--- src/rtl/mc_pkg.sv ---
package mc_pkg;
  localparam logic [1:0] XOP_ZERO = 2'd0;
  localparam logic [1:0] XOP_ONE  = 2'd1;
  localparam logic [1:0] XOP_TERM = 2'd2;

  localparam logic [1:0] DSRC_XOR  = 2'd0;
  localparam logic [1:0] DSRC_TERM = 2'd1;
  localparam logic [1:0] DSRC_PIN  = 2'd2;

  localparam logic [1:0] STOR_D  = 2'd0;
  localparam logic [1:0] STOR_T  = 2'd1;
  localparam logic [1:0] STOR_JK = 2'd2;
  localparam logic [1:0] STOR_SR = 2'd3;

  // role of each product term inside the cell
  localparam int TERM_PRE = 0;
  localparam int TERM_CLR = 1;
  localparam int TERM_CLK = 2;
  localparam int TERM_DAT = 3;
  localparam int TERM_XOP = 4;
endpackage

--- src/rtl/mc_sum.sv ---
module mc_sum #(
  parameter int NPT = 5
) (
  input  logic [NPT-1:0] pt,
  input  logic [NPT-1:0] mask,
  input  logic           casc_en,
  input  logic           casc_in,
  input  logic [1:0]     xor_sel,
  input  logic           xor_term,
  output logic           sum_o,
  output logic           x_o
);
  import mc_pkg::*;

  logic [NPT-1:0] gated;
  logic           operand;

  genvar gi;
  generate
    for (gi = 0; gi < NPT; gi++) begin : g_gate
      assign gated[gi] = pt[gi] & mask[gi];
    end
  endgenerate

  always_comb begin
    sum_o = (|gated) | (casc_en & casc_in);
    unique case (xor_sel)
      XOP_ONE:  operand = 1'b1;
      XOP_TERM: operand = xor_term;
      default:  operand = 1'b0;
    endcase
    x_o = sum_o ^ operand;
  end
endmodule

--- src/rtl/mc_store.sv ---
module mc_store (
  input  logic       clk,
  input  logic       rst,
  input  logic       gclk,
  input  logic       gclr,
  input  logic       term_clk,
  input  logic       term_clr,
  input  logic       term_pre,
  input  logic       term_dat,
  input  logic       x_val,
  input  logic       pin_in,
  input  logic [1:0] d_sel,
  input  logic [2:0] mode,
  input  logic       clk_sel,
  input  logic       ce_en,
  input  logic [1:0] clr_sel,
  input  logic       pre_en,
  output logic       q_next_o,
  output logic       q_o
);
  import mc_pkg::*;

  logic q_r, lvl_prev;
  logic lvl, rise, ce, clr_act, pre_act, d, edge_val;

  always_comb begin
    lvl     = clk_sel ? term_clk : gclk;
    rise    = lvl & ~lvl_prev;
    ce      = (!clk_sel && ce_en) ? term_clk : 1'b1;
    clr_act = (clr_sel[0] & gclr) | (clr_sel[1] & term_clr);
    pre_act = pre_en & term_pre;
    unique case (d_sel)
      DSRC_TERM: d = term_dat;
      DSRC_PIN:  d = pin_in;
      default:   d = x_val;
    endcase
    unique case (mode[1:0])
      STOR_T:  edge_val = q_r ^ d;
      STOR_JK: edge_val = (d & ~q_r) | (~term_dat & q_r);
      STOR_SR: edge_val = term_dat ? 1'b0 : (d | q_r);
      default: edge_val = d;
    endcase
    if (clr_act)          q_next_o = 1'b0;
    else if (pre_act)     q_next_o = 1'b1;
    else if (mode[2])     q_next_o = lvl ? d : q_r;
    else if (rise && ce)  q_next_o = edge_val;
    else                  q_next_o = q_r;
  end

  always_ff @(posedge clk) begin
    if (rst) begin
      q_r      <= 1'b0;
      lvl_prev <= 1'b0;
    end else begin
      q_r      <= q_next_o;
      lvl_prev <= lvl;
    end
  end

  assign q_o = q_r;

  assert_clear_wins_R8: assert property (@(posedge clk) disable iff (rst)
    clr_act |=> (q_r == 1'b0)) else $error("clear did not force 0");

  assert_preset_sets_R9: assert property (@(posedge clk) disable iff (rst)
    (pre_act && !clr_act) |=> q_r) else $error("preset did not force 1");

  assert_ce_blocks_R7: assert property (@(posedge clk) disable iff (rst)
    (!clk_sel && ce_en && !term_clk && !mode[2] && !clr_act && !pre_act) |=> $stable(q_r))
    else $error("disabled edge changed state");

  assert_t_toggles_R5: assert property (@(posedge clk) disable iff (rst)
    (!mode[2] && mode[1:0] == STOR_T && rise && ce && d && !clr_act && !pre_act)
      |=> (q_r != $past(q_r))) else $error("T edge did not toggle");
endmodule

--- src/rtl/mc_outsel.sv ---
module mc_outsel #(
  parameter int NGOE = 6,
  parameter int OE_W = $clog2(NGOE + 2)
) (
  input  logic            clk,
  input  logic            rst,
  input  logic            q_next,
  input  logic            x_val,
  input  logic            sum,
  input  logic [NGOE-1:0] goe,
  input  logic            out_reg,
  input  logic            fb_reg,
  input  logic [OE_W-1:0] oe_sel,
  output logic            pin_out,
  output logic            pin_oe,
  output logic            fb_out,
  output logic            casc_out
);
  localparam int NCODE = 1 << OE_W;

  logic [NCODE-1:0] oe_cand;

  genvar gi;
  generate
    for (gi = 0; gi < NCODE; gi++) begin : g_oe
      if (gi == 0) begin : g_off
        assign oe_cand[gi] = 1'b0;
      end else if (gi == 1) begin : g_on
        assign oe_cand[gi] = 1'b1;
      end else if (gi < NGOE + 2) begin : g_glob
        assign oe_cand[gi] = goe[gi-2];
      end else begin : g_spare
        assign oe_cand[gi] = 1'b0;
      end
    end
  endgenerate

  always_ff @(posedge clk) begin
    if (rst) begin
      pin_out  <= 1'b0;
      pin_oe   <= 1'b0;
      fb_out   <= 1'b0;
      casc_out <= 1'b0;
    end else begin
      pin_out  <= out_reg ? q_next : x_val;
      fb_out   <= fb_reg  ? q_next : x_val;
      pin_oe   <= oe_cand[oe_sel];
      casc_out <= sum;
    end
  end

  assert_oe_off_R11: assert property (@(posedge clk) disable iff (rst)
    (oe_sel == '0) |=> !pin_oe) else $error("pin driven while off");

  assert_reset_quiet_R12: assert property (@(posedge clk)
    rst |=> (!pin_out && !pin_oe && !fb_out && !casc_out)) else $error("outputs not cleared");
endmodule

--- src/rtl/mc_macrocell.sv ---
module mc_macrocell #(
  parameter int NPT  = 5,
  parameter int NGOE = 6,
  localparam int OE_W = $clog2(NGOE + 2)
) (
  input  logic            clk,
  input  logic            rst,
  input  logic [NPT-1:0]  pt_in,
  input  logic            gclk_in,
  input  logic            gclr_in,
  input  logic [NGOE-1:0] goe_in,
  input  logic            casc_in,
  input  logic            pin_in,
  input  logic [NPT-1:0]  cfg_sum_mask,
  input  logic            cfg_casc_en,
  input  logic [1:0]      cfg_xor_sel,
  input  logic [1:0]      cfg_d_sel,
  input  logic [2:0]      cfg_mode,
  input  logic            cfg_clk_sel,
  input  logic            cfg_ce_en,
  input  logic [1:0]      cfg_clr_sel,
  input  logic            cfg_pre_en,
  input  logic            cfg_out_reg,
  input  logic            cfg_fb_reg,
  input  logic [OE_W-1:0] cfg_oe_sel,
  output logic            pin_out,
  output logic            pin_oe,
  output logic            fb_out,
  output logic            casc_out
);
  import mc_pkg::*;

  logic sum_w, x_w, q_next_w, q_w;

  mc_sum #(.NPT(NPT)) u_sum (
    .pt       (pt_in),
    .mask     (cfg_sum_mask),
    .casc_en  (cfg_casc_en),
    .casc_in  (casc_in),
    .xor_sel  (cfg_xor_sel),
    .xor_term (pt_in[TERM_XOP]),
    .sum_o    (sum_w),
    .x_o      (x_w)
  );

  mc_store u_store (
    .clk      (clk),
    .rst      (rst),
    .gclk     (gclk_in),
    .gclr     (gclr_in),
    .term_clk (pt_in[TERM_CLK]),
    .term_clr (pt_in[TERM_CLR]),
    .term_pre (pt_in[TERM_PRE]),
    .term_dat (pt_in[TERM_DAT]),
    .x_val    (x_w),
    .pin_in   (pin_in),
    .d_sel    (cfg_d_sel),
    .mode     (cfg_mode),
    .clk_sel  (cfg_clk_sel),
    .ce_en    (cfg_ce_en),
    .clr_sel  (cfg_clr_sel),
    .pre_en   (cfg_pre_en),
    .q_next_o (q_next_w),
    .q_o      (q_w)
  );

  mc_outsel #(.NGOE(NGOE)) u_out (
    .clk      (clk),
    .rst      (rst),
    .q_next   (q_next_w),
    .x_val    (x_w),
    .sum      (sum_w),
    .goe      (goe_in),
    .out_reg  (cfg_out_reg),
    .fb_reg   (cfg_fb_reg),
    .oe_sel   (cfg_oe_sel),
    .pin_out  (pin_out),
    .pin_oe   (pin_oe),
    .fb_out   (fb_out),
    .casc_out (casc_out)
  );

  assert_pin_stored_R10: assert property (@(posedge clk) disable iff (rst)
    cfg_out_reg |=> (pin_out == q_w)) else $error("registered pin differs from state");

  assert_fb_stored_R10: assert property (@(posedge clk) disable iff (rst)
    cfg_fb_reg |=> (fb_out == q_w)) else $error("registered feedback differs from state");
endmodule

--- config.mk ---
export PLATFORM = sky130hd
export DESIGN_NAME = mc_macrocell
export DESIGN_NICKNAME = d
export VERILOG_FILES = /design/src/rtl/mc_pkg.sv /design/src/rtl/mc_sum.sv /design/src/rtl/mc_store.sv /design/src/rtl/mc_outsel.sv /design/src/rtl/mc_macrocell.sv
export SDC_FILE = /design/constraint.sdc
export NUM_CORES = 1
export LEC_CHECK = 0
export ABC_AREA = 0
export BUFFER_PORTS_ARGS = -buffer_cell sky130_fd_sc_hd__buf_2
export CAP_MARGIN = 20
export CORE_MARGIN = 5
export CORE_UTILIZATION = 34
export CTS_CLUSTER_DIAMETER = 80
export DETAILED_ROUTE_END_ITERATION = 10
export PLACE_DENSITY = 0.73
export SLEW_MARGIN = 20
export SYNTH_ARGS = -nofsm -noshare
export SYNTH_HDL_FRONTEND = slang
export SYNTH_SLANG_ARGS = --single-unit
--- constraint.sdc ---
create_clock -name clk -period 2.35 [get_ports clk]
set_input_delay 0.47 -clock clk [delete_from_list [all_inputs] [get_ports clk]]
set_output_delay 0.47 -clock clk [all_outputs]
set_load 0.05 [all_outputs]
==> out/qor.csv, run 1 <==
stage;metric;value;unit
floorplan;Ports;44;
worst_setup_path;Critical Setup Path Class;in -> reg;
route;Iter 0 DRT Violations;26;
placement;hpwl dp;1509;microns
placement;Cell Area, Placed;832.0;sq um
clock_tree;Max Buffers Root-to-Sink;2;
logic_synthesis;Syn Inst Count;66;
logic_synthesis;Main synth FF type;dfxtp_1;
logic_synthesis;Area contributors post-synth;dfxtp_1, ha_1, a22oi_2;
logic_synthesis;Post-synth EDFFs;0;
placement;PortBufs;43;
floorplan;core footprint;1541;sq um
logic_synthesis;cell with the most instances after synthesis;inv_1;
worst_setup_path;critical path required time;2.46;ns
floorplan;Die Y-Extent;50.83;microns
clock_tree;TritonCTS clock tree;done;
worst_hold_path;Min-Delay Path Class;in -> reg;
timing;Final Hold Viols;0;
logic_synthesis;Synth cell types;31;
job;maxcap violations;0;
route;post-DR wirelength/cell;13.20;microns
floorplan;Initial Util;36.77;%
power_and_ir_drop;Final Power;380.0;uW
power_and_ir_drop;Max VDD drop;0.0002666;V
timing;clk_skew;0.01013;ns
worst_setup_path;CP Launch Type;primary input;
route;# DRC;0;
logic_synthesis;post-synthesis net count;111;
timing;Max Freq;459.8;MHz
route;Vias;703;
worst_setup_path;CP Data Arrival Time;2.28;ns
clock_tree;clock sink count;6;
logic_synthesis;register bit total from synthesis;6;
grt;antenna violations before repair;0;
worst_setup_path;critical-path cell list;buf_4 -> inv_1 -> ha_1 -> a21oi_2 -> nor2_2 -> xor2_1 -> a21oi_1 -> ha_1 -> a32oi_1 -> o31ai_1 -> a221oi_2 -> o31ai_1;
worst_setup_path;maximum fanout along the worst path;3;
timing;worst slew pin tran;0.4980;ns
clock_tree;H-tree depth;1;
final_layout;Synth-to-Final Area Change;54.53;%
worst_setup_path;CP max stage cell;a221oi_2;
route;drt first pass iters;4;
logic_synthesis;Post-Syn Area per Cell;8.588;sq um
worst_setup_path;CP endpoint kind;register;
logic_synthesis;Yosys top cell area share;21.19;%
timing;# setup viols final;0;
route;post-route ant nets;0;
logic_synthesis;Post-synth ARST share;0;%
power_and_ir_drop;Power per Cell Area;433.9;nW/um^2
floorplan;Die ar.;2584;sq um
final_layout;n_diodes;0;
grt;grt total ovfl;0;
logic_synthesis;Yosys top cell by area;dfxtp_1;
route;total wire length;1742;microns
timing;final count of pins violating max slew;0;
grt;first-pass GRT wire length;2787;microns
clock_tree;clk_lat worst skew;0.24;ns
run_status;status;complete, no violations;
logic_synthesis;Synth Warn #;0;
clock_tree;Root Buffer Master;clkbuf_4;
final_layout;share of layout cells above drive strength 1;52.59;%
clock_tree;clock-pin transition on the worst setup and hold timing paths;0.05;ns
logic_synthesis;Syn Std Cell Area;566.8;sq um
placement;GPL Wtd Cong;0.7821;
power_and_ir_drop;Leak;0.4400;nW
floorplan;num rows;14;
final_layout;Layout fillers;151;
timing;period utilisation layout;92.55;%
logic_synthesis;top cells by count, synth;inv_1, dfxtp_1, ha_1, nor2_1;
grt;vias in the first global route;702;
timing;max_slew headroom;66.80;%
final_layout;Total Nets Final;163;
grt;GRT Util Overall;13.24;%
logic_synthesis;Seq/Total Area, Yosys;21.19;%
floorplan;chip width;50.83;microns
route;Vias/cell;5.326;
clock_tree;CTS buffer count;3;
grt;largest net degree at the start of global routing;7;
timing;fin crit period;2.175;ns
final_layout;fin area;875.8;sq um
worst_setup_path;CP peak stage delay;0.32;ns
-- final cells by class --
type	instances	area [sq um]	share of cell area [%]
clock buffers	3	22.52	2.571
inverters	7	26.28	3.000
multi-input cells	53	439.2	50.14
flip-flops and latches	6	120.1	13.71
well taps	16	20.02	2.286
repair buffers	47	247.7	28.29
-- routing by layer --
layer  vias up  GRT usage, %  share of wire (%)  wire length [microns]
li1        354             -                  -                      -
met1       325         15.72                 38                    666
met2        24         24.79                 56                    970
met3         0         2.035                6.0                    105
met4         0         2.553                  0                      0
met5         -             0                  0                      0
-- sequential cells by signal, summed over array words and instances, names as in the netlist --
name and count:
u_out.pin_out 1, u_store.lvl_prev 1, u_out.pin_oe 1, u_store.q_o 1, u_out.casc_out 1, u_out.fb_out 1
-- stage by stage --
step | instances | setup WS [ns] | hold WS, ns | TNS, ns | util (%)
6_report | 132 | 0.1751 | 0.4763 | 0 | 56.82
5_1_grt | 132 | -0.01398 | 0.4990 | -0.02309 | 56.82
4_1_cts | 132 | 0.06751 | 0.4746 | 0 | 55.44
3_5_place_dp | 129 | -0.1789 | 0.7242 | -0.5121 | 53.98
3_3_place_gp | 129 | -0.09072 | 0.7037 | -0.2674 | 53.98
2_1_floorplan | 66 | 0.05553 | 0.5394 | 0 | -
-- worst max-delay path, delay by kind of cell --
family / cells / cell delay (ns)
compound gates: 6 / 0.83
buf+inv: 2 / 0.18
fa+ha+maj: 2 / 0.46
xor+xnor: 1 / 0.20
simple gates: 1 / 0.14
-- cells by family (layout without fill, tap and decap cells) --
| family | after synthesis | after routing | share of synthesized area, % |
|---|---|---|---|
| fa+ha+maj | 5 | 5 | 11.04 |
| flops | 6 | 6 | 21.19 |
| simple gates | 18 | 18 | 16.12 |
| xor+xnor | 2 | 2 | 3.091 |
| compound gates | 26 | 26 | 38.19 |
| buf+inv | 7 | 57 | 4.637 |
| mux | 2 | 2 | 5.739 |
-- timing repair --
action / in CTS / in global routing
gates resized for setup: 0 / 4
buffers inserted: 0 / 0
hold buffers: 0 / 0
endpoints found under the setup margin: 0 / 3
-- final timing paths --
path,to,slack (ns),depth (start not counted),from
max reg2reg,u_out.fb_out$_SDFF_PP0_,0.75,6,u_store.q_o$_SDFF_PP0_
min reg2reg,u_out.pin_out$_SDFF_PP0_,0.75,4,u_store.q_o$_SDFF_PP0_
max,u_out.fb_out$_SDFF_PP0_,0.18,12,cfg_xor_sel[1]
min,u_out.pin_oe$_SDFF_PP0_,0.48,3,cfg_oe_sel[2]
-- cell usage in the layout (no fill, tap or decap), types with 2 or more instances in the layout --
master and instances:
a21oi_1 3, a22oi_2 3, a32oi_1 2, buf_2 42, buf_4 5, clkbuf_4 3, dfxtp_1 6, ha_1 4
inv_1 7, nand2_1 4, nor2_1 4, nor2b_1 3, o21ai_0 2, o21bai_1 2, o31ai_1 3, o32a_1 2
-- power by group --
| group | total [mW] | switching [mW] | internal [mW] | leakage (nW) |
|---|---|---|---|---|
| clock network | 0.0926 | 0.0349 | 0.0576 | 0.0138 |
| logic | 0.172 | 0.0939 | 0.0785 | 0.376 |
| registers | 0.115 | 0.00332 | 0.112 | 0.0499 |
No activity file was read; power rests on OpenSTA's default activity.
==> inputs of run 2 (changes only) <==
Settings changed: CELL_PAD_IN_SITES_DETAIL_PLACEMENT set to 1, CELL_PAD_IN_SITES_GLOBAL_PLACEMENT set to 1, CORE_ASPECT_RATIO set to 0.6, CORE_UTILIZATION 34 to 23, PLACE_DENSITY 0.73 to not set, PLACE_DENSITY_LB_ADDON set to 0.1.
==> out/qor.csv, run 2 (synthesis gave the netlist of run 1 again) <==
stage;metric;value;unit;change
run_status;status;complete, no violations;;
worst_setup_path;critical path required time;2.44;ns;-0.02 ns
timing;Max Freq;456.2;MHz;-0.79%
final_layout;final cell count without fillers;149;;+13%
clock_tree;Root Buffer Master;clkbuf_8;;
grt;vias in the first global route;797;;+14%
clock_tree;CTS buffer count;3;;unchanged
clock_tree;clk_lat worst skew;0.22;ns;-0.02 ns
route;Vias;718;;+2.1%
final_layout;Total Nets Final;166;;+1.8%
route;Vias/cell;4.819;;-9.5%
grt;GRT Util Overall;12.09;%;-1.1 points
timing;final count of pins violating max slew;0;;unchanged
floorplan;chip width;74.09;microns;+46%
power_and_ir_drop;NetSw;151.0;uW;+14%
grt;grt total ovfl;0;;unchanged
worst_setup_path;CP Data Arrival Time;2.28;ns;about the same
worst_setup_path;maximum fanout along the worst path;3;;unchanged
route;# DRC;0;;unchanged
timing;clk_skew;0.002755;ns;-0.007375 ns
clock_tree;hold_buf cts;0;;unchanged
timing;fin crit period;2.192;ns;+0.01723 ns
job;maxcap violations;0;;unchanged
clock_tree;H-tree depth;1;;unchanged
power_and_ir_drop;Int Pwr;310.0;uW;+25%
timing;period utilisation layout;93.28;%;+0.73 points
final_layout;share of layout cells above drive strength 1;57.98;%;+5.4 points
grt;antenna violations before repair;0;;unchanged
placement;placed insts;146;;+13%
worst_setup_path;CP max stage cell;ha_1;;
timing;Final Hold Viols;0;;unchanged
clock_tree;clock sink count;6;;unchanged
worst_hold_path;Min-Delay Path Class;in -> reg;;
clock_tree;Max Buffers Root-to-Sink;2;;unchanged
route;post-DR wirelength/cell;14.36;microns;+8.8%
power_and_ir_drop;Power per Cell Area;472.3;nW/um^2;+8.9%
floorplan;Ports;44;;unchanged
power_and_ir_drop;combinational power share;41.3;%;-4.1 points
final_layout;commonest non-fill, non-tap cell in the layout;buf_2;;
timing;Hold WS;0.5007;ns;+0.02437 ns
route;post-route ant nets;0;;unchanged
final_layout;Synth-to-Final Area Change;72.19;%;
grt;first-pass GRT wire length;3491;microns;+25%
floorplan;num rows;13;;-1
placement;GPL Wtd Cong;0.7175;;-8.3%
route;total wire length;2139;microns;+23%
clock_tree;clock-pin transition on the worst setup and hold timing paths;0.04;ns;about the same
worst_setup_path;Critical Setup Path Class;in -> reg;;
timing;max_slew headroom;58.53;%;-8.3 points
worst_setup_path;CP Launch Type;primary input;;
timing;worst slew pin tran;0.6220;ns;+0.1240 ns
route;Iter 0 DRT Violations;17;;-35%
floorplan;core footprint;2261;sq um;+47%
floorplan;Die ar.;3589;sq um;+39%
clock_tree;TritonCTS clock tree;done;;
power_and_ir_drop;Net Sw Frac;32.75;%;-2.0 points
floorplan;Initial Util;25.07;%;-12 points
floorplan;Die Y-Extent;48.45;microns;-4.7%
timing;unrepaired setup endpoints after global routing;yes;;
worst_setup_path;CP endpoint kind;register;;
grt;largest net degree at the start of global routing;7;;unchanged
timing;# setup viols final;0;;unchanged
worst_setup_path;CP peak stage delay;0.33;ns;about the same
route;drt first pass iters;4;;unchanged
final_layout;n_diodes;0;;unchanged
final_layout;most frequent cells in the layout;buf_2, buf_4, dfxtp_1;;
power_and_ir_drop;clock share of power;33.6;%;+9.2 points
placement;hpwl dp;1896;microns;+26%
power_and_ir_drop;sequential share of power;25.1;%;-5.2 points
placement;PortBufs;43;;unchanged
worst_setup_path;critical-path cell list;buf_2 -> a22oi_2 -> nand3_2 -> xor2_1 -> a21oi_1 -> ha_1 -> a32oi_2 -> o31ai_2 -> a221oi_2 -> o31ai_1;;
power_and_ir_drop;Leak;0.4692;nW;+6.6%
power_and_ir_drop;Max VDD drop;0.0001955;V;-27%
-- run 2: cell count changes in the layout (fill, tap and decap cells not counted), moves of 2 or more --
cell / previous run / this run
clkbuf_4: 3 / 0
clkbuf_8: 0 / 3
buf_4: 5 / 7
inv_1: 7 / 5
-- run 2: layout make-up --
type	instances	area [sq um]
fill	277	1285
multi-input combinational	53	464.2
timing repair buffer	50	284.0
sequential	6	120.1
clock buffer	3	41.29
tap	30	37.54
inverter	7	28.78
-- run 2: metal layers --
| layer | track usage (%) | part of all wire, % | vias to the layer above |
|---|---|---|---|
| met5 | 0 | 0 | - |
| met4 | 4.217 | 1.8 | 0 |
| met3 | 3.909 | 7.2 | 4 |
| met2 | 19.12 | 45 | 31 |
| met1 | 15.23 | 46 | 327 |
| li1 | - | - | 356 |
-- run 2: path summary, 6_finish.rpt --
check / slack, ns / startpoint / depth (start not counted) / endpoint
max: 0.16 / pt_in[0] / 10 / u_out.pin_out$_SDFF_PP0_
min: 0.50 / rst / 2 / u_out.casc_out$_SDFF_PP0_
max reg2reg: 0.69 / u_store.q_o$_SDFF_PP0_ / 6 / u_out.pin_out$_SDFF_PP0_
min reg2reg: 0.77 / u_store.q_o$_SDFF_PP0_ / 4 / u_out.fb_out$_SDFF_PP0_
-- run 2: power groups by stage --
| stage | Combinational [mW] | Clock, mW | Sequential (mW) |
|---|---|---|---|
| detailed placement | 0.177 | 0 | 0.117 |
| global placement | 0.172 | 0 | 0.118 |
| finish | 0.190 | 0.155 | 0.116 |
| global route | 0.209 | 0.160 | 0.117 |
| CTS | 0.178 | 0.157 | 0.116 |
| floorplan | 0.0742 | 0 | 0.141 |
-- run 2: repair_timing --
item	4_1_cts	5_1_grt
endpoints found under the hold margin	0	0
endpoints found under the setup margin	0	3
resized for setup	0	15
buffers inserted	0	0
-- run 2: critical path: cells and delay by family --
kind | cells | cell delay (ns)
compound gates | 6 | 1.07
fa+ha+maj | 1 | 0.33
xor+xnor | 1 | 0.19
buf+inv | 1 | 0.11
simple gates | 1 | 0.11
-- run 2: metrics by stage --
stage          util [%]  cell area (sq um)  setup WS (ns)  power (mW)  setup TNS (ns)
6_report          43.17              975.9         0.1579      0.4610               0
2_1_floorplan         -              566.8        0.05553      0.2150               0
4_1_cts           40.40              913.4       0.004112      0.4504               0
3_3_place_gp      38.57              872.1       -0.09396      0.2898         -0.2639
3_5_place_dp      38.57              872.1        -0.2163      0.2938         -0.6073
5_1_grt           43.17              975.9       -0.03318      0.4864        -0.06996
==> inputs of run 3 (changes only) <==
Settings changed: BUFFER_PORTS_ARGS -buffer_cell sky130_fd_sc_hd__buf_2 to -buffer_cell sky130_fd_sc_hd__buf_4.
==> out/qor.csv, run 3 (synthesis gave the netlist of run 1 again) <==
stage;metric;value;unit;change
run_status;status;complete, no violations;;
floorplan;core footprint;2261;sq um;unchanged
power_and_ir_drop;Power per Cell Area;456.6;nW/um^2;-3.3%
grt;largest net degree at the start of global routing;7;;unchanged
final_layout;most frequent cells in the layout;buf_4, inv_1, dfxtp_1;;
final_layout;share of layout cells above drive strength 1;56.67;%;-1.3 points
clock_tree;hold_buf cts;0;;unchanged
final_layout;commonest non-fill, non-tap cell in the layout;buf_4;;
power_and_ir_drop;Leak;0.5012;nW;+6.8%
floorplan;Initial Util;25.07;%;unchanged
job;maxcap violations;0;;unchanged
route;Iter 0 DRT Violations;18;;+1
timing;Worst Slack Setup Final;0.1342;ns;-0.02373 ns
timing;unrepaired setup endpoints after global routing;no;;
worst_setup_path;CP endpoint kind;register;;
floorplan;Die Y-Extent;48.45;microns;unchanged
grt;grt total ovfl;0;;unchanged
worst_setup_path;critical path required time;2.44;ns;about the same
worst_setup_path;R2R cell count;6;;unchanged
worst_hold_path;worst hold endpoint;u_out.casc_out$_SDFF_PP0_;;
clock_tree;clock-pin transition on the worst setup and hold timing paths;0.04;ns;about the same
worst_hold_path;Min-Delay Path Class;in -> reg;;
grt;antenna violations before repair;0;;unchanged
route;post-route ant nets;0;;unchanged
worst_hold_path;Hold Crit Depth;2;;unchanged
route;post-DR wirelength/cell;14.67;microns;+2.2%
clock_tree;CTS buffer count;3;;unchanged
clock_tree;Max Buffers Root-to-Sink;2;;unchanged
floorplan;Die ar.;3589;sq um;unchanged
floorplan;Ports;44;;unchanged
timing;max_slew headroom;58.43;%;-0.10 points
route;drt first pass iters;4;;unchanged
clock_tree;Root Buffer Master;clkbuf_8;;
route;total wire length;2200;microns;+2.9%
placement;GPL Wtd Cong;0.6992;;-2.6%
timing;fin crit period;2.216;ns;+0.02373 ns
worst_setup_path;CP peak stage delay;0.34;ns;about the same
timing;# setup viols final;0;;unchanged
worst_setup_path;CP max stage cell;a221oi_2;;
floorplan;chip width;74.09;microns;unchanged
placement;pre-CTS setup slack;-0.2083;ns;+0.008010 ns
timing;Final Hold Viols;0;;unchanged
route;# DRC;0;;unchanged
floorplan;num rows;13;;unchanged
grt;vias in the first global route;799;;+0.25%
clock_tree;clk_lat worst skew;0.22;ns;about the same
timing;Total Neg Setup Slack;0;ns;unchanged
worst_setup_path;CP Launch Type;primary input;;
timing;period utilisation layout;94.29;%;+1.0 points
worst_setup_path;Worst R2R Setup Slack;0.70;ns;about the same
final_layout;n_diodes;0;;unchanged
route;Vias;744;;+3.6%
placement;PortBufs;43;;unchanged
final_layout;Total Nets Final;167;;+0.60%
worst_setup_path;Top Family by Delay on Critical Path;compound AO/OA/AOI/OAI gates;;
placement;Cell Area, Placed;979.7;sq um;+12%
timing;Max Freq;451.3;MHz;-1.1%
worst_setup_path;CP Data Arrival Time;2.31;ns;+0.03 ns
final_layout;Synth-to-Final Area Change;86.53;%;
worst_setup_path;reg2reg end;u_store.q_o$_SDFF_PP0_;;
power_and_ir_drop;Max VDD drop;0.0001848;V;-5.5%
route;Vias/cell;4.960;;+2.9%
timing;final count of pins violating max slew;0;;unchanged
final_layout;Core Util, Final;46.76;%;+3.6 points
clock_tree;clock sink count;6;;unchanged
timing;clk_skew;0.0003697;ns;-0.002385 ns
final_layout;Layout fillers;274;;-1.1%
grt;first-pass GRT wire length;3636;microns;+4.2%
worst_setup_path;Critical Setup Path Class;in -> reg;;
final_layout;fin area;1057;sq um;+8.3%
clock_tree;TritonCTS clock tree;done;;
worst_hold_path;HP Start;rst;;
worst_setup_path;critical-path cell list;buf_4 -> inv_1 -> ha_4 -> nor2_2 -> xor2_2 -> a21oi_1 -> ha_1 -> a32oi_1 -> o31ai_1 -> a221oi_2 -> o22ai_1;;
worst_setup_path;RR Startpoint;u_store.q_o$_SDFF_PP0_;;
worst_setup_path;maximum fanout along the worst path;3;;unchanged
grt;GRT Util Overall;12.68;%;+0.59 points
placement;hpwl dp;1935;microns;+2.1%
worst_setup_path;Buf/Inv on CP;2;;+1
timing;worst slew pin tran;0.6236;ns;+0.001563 ns
clock_tree;H-tree depth;1;;unchanged
[run 3: cell count changes in the layout (fill, tap and decap cells not counted), sizes merged]
cell and delta:
buf +1
[run 3: worst reg2reg max path, cell delays in order, from the launching register on]
cell	delay, ns
dfxtp_1	0.39
inv_1	0.10
ha_1	0.30
a32oi_1	0.17
o31ai_1	0.11
a221oi_2	0.34
o22ai_1	0.11
[run 3: how the worst max path moves through the flow]
stage / start / depth (start not counted) / end
global route: cfg_xor_sel[1] / 12 / u_out.fb_out$_SDFF_PP0_
global placement: cfg_xor_sel[0] / 11 / u_out.fb_out$_SDFF_PP0_
floorplan: cfg_xor_sel[0] / 10 / u_store.q_o$_SDFF_PP0_
detailed placement: cfg_xor_sel[0] / 12 / u_out.fb_out$_SDFF_PP0_
CTS: cfg_xor_sel[0] / 12 / u_out.fb_out$_SDFF_PP0_
finish: cfg_xor_sel[0] / 11 / u_store.q_o$_SDFF_PP0_
[run 3: cell type report]
type                       count  area (sq um)  area share (%)
sequential                     6         120.1           11.36
tap                           30         37.54           3.550
inverter                       7         26.28           2.485
clock buffer                   3         41.29           3.905
multi-input combinational     53         449.2           42.49
timing repair buffer          51         382.9           36.21
[run 3: metrics by stage]
| step | std cells | hold WS, ns | power (mW) |
|---|---|---|---|
| after floorplan | 66 | 0.5394 | 0.2150 |
| after global placement | 146 | 0.6973 | 0.3118 |
| after detailed placement | 146 | 0.6945 | 0.3177 |
| after CTS | 149 | 0.4631 | 0.4761 |
| after global routing | 150 | 0.4707 | 0.5114 |
| final | 150 | 0.4662 | 0.4828 |
[run 3: report_power, final]
group	total [mW]	internal (mW)	switching (mW)	leakage, nW
Clock	0.159	0.110	0.0485	0.0216
Sequential	0.117	0.112	0.00456	0.0499
Combinational	0.207	0.107	0.101	0.430
[run 3: layer usage]
layer  track usage (%)  up-vias  share of wire (%)
li1                  -      359                  -
met1             17.42      347                 45
met2             18.82       36                 44
met3             4.527        2                 10
met4             2.711        0               0.64
met5                 0        -                  0
[run 3: timing repair]
action | in CTS | in global routing
endpoints found under the setup margin | 0 | 3
resized for setup | 0 | 6
buffers inserted | 0 | 1
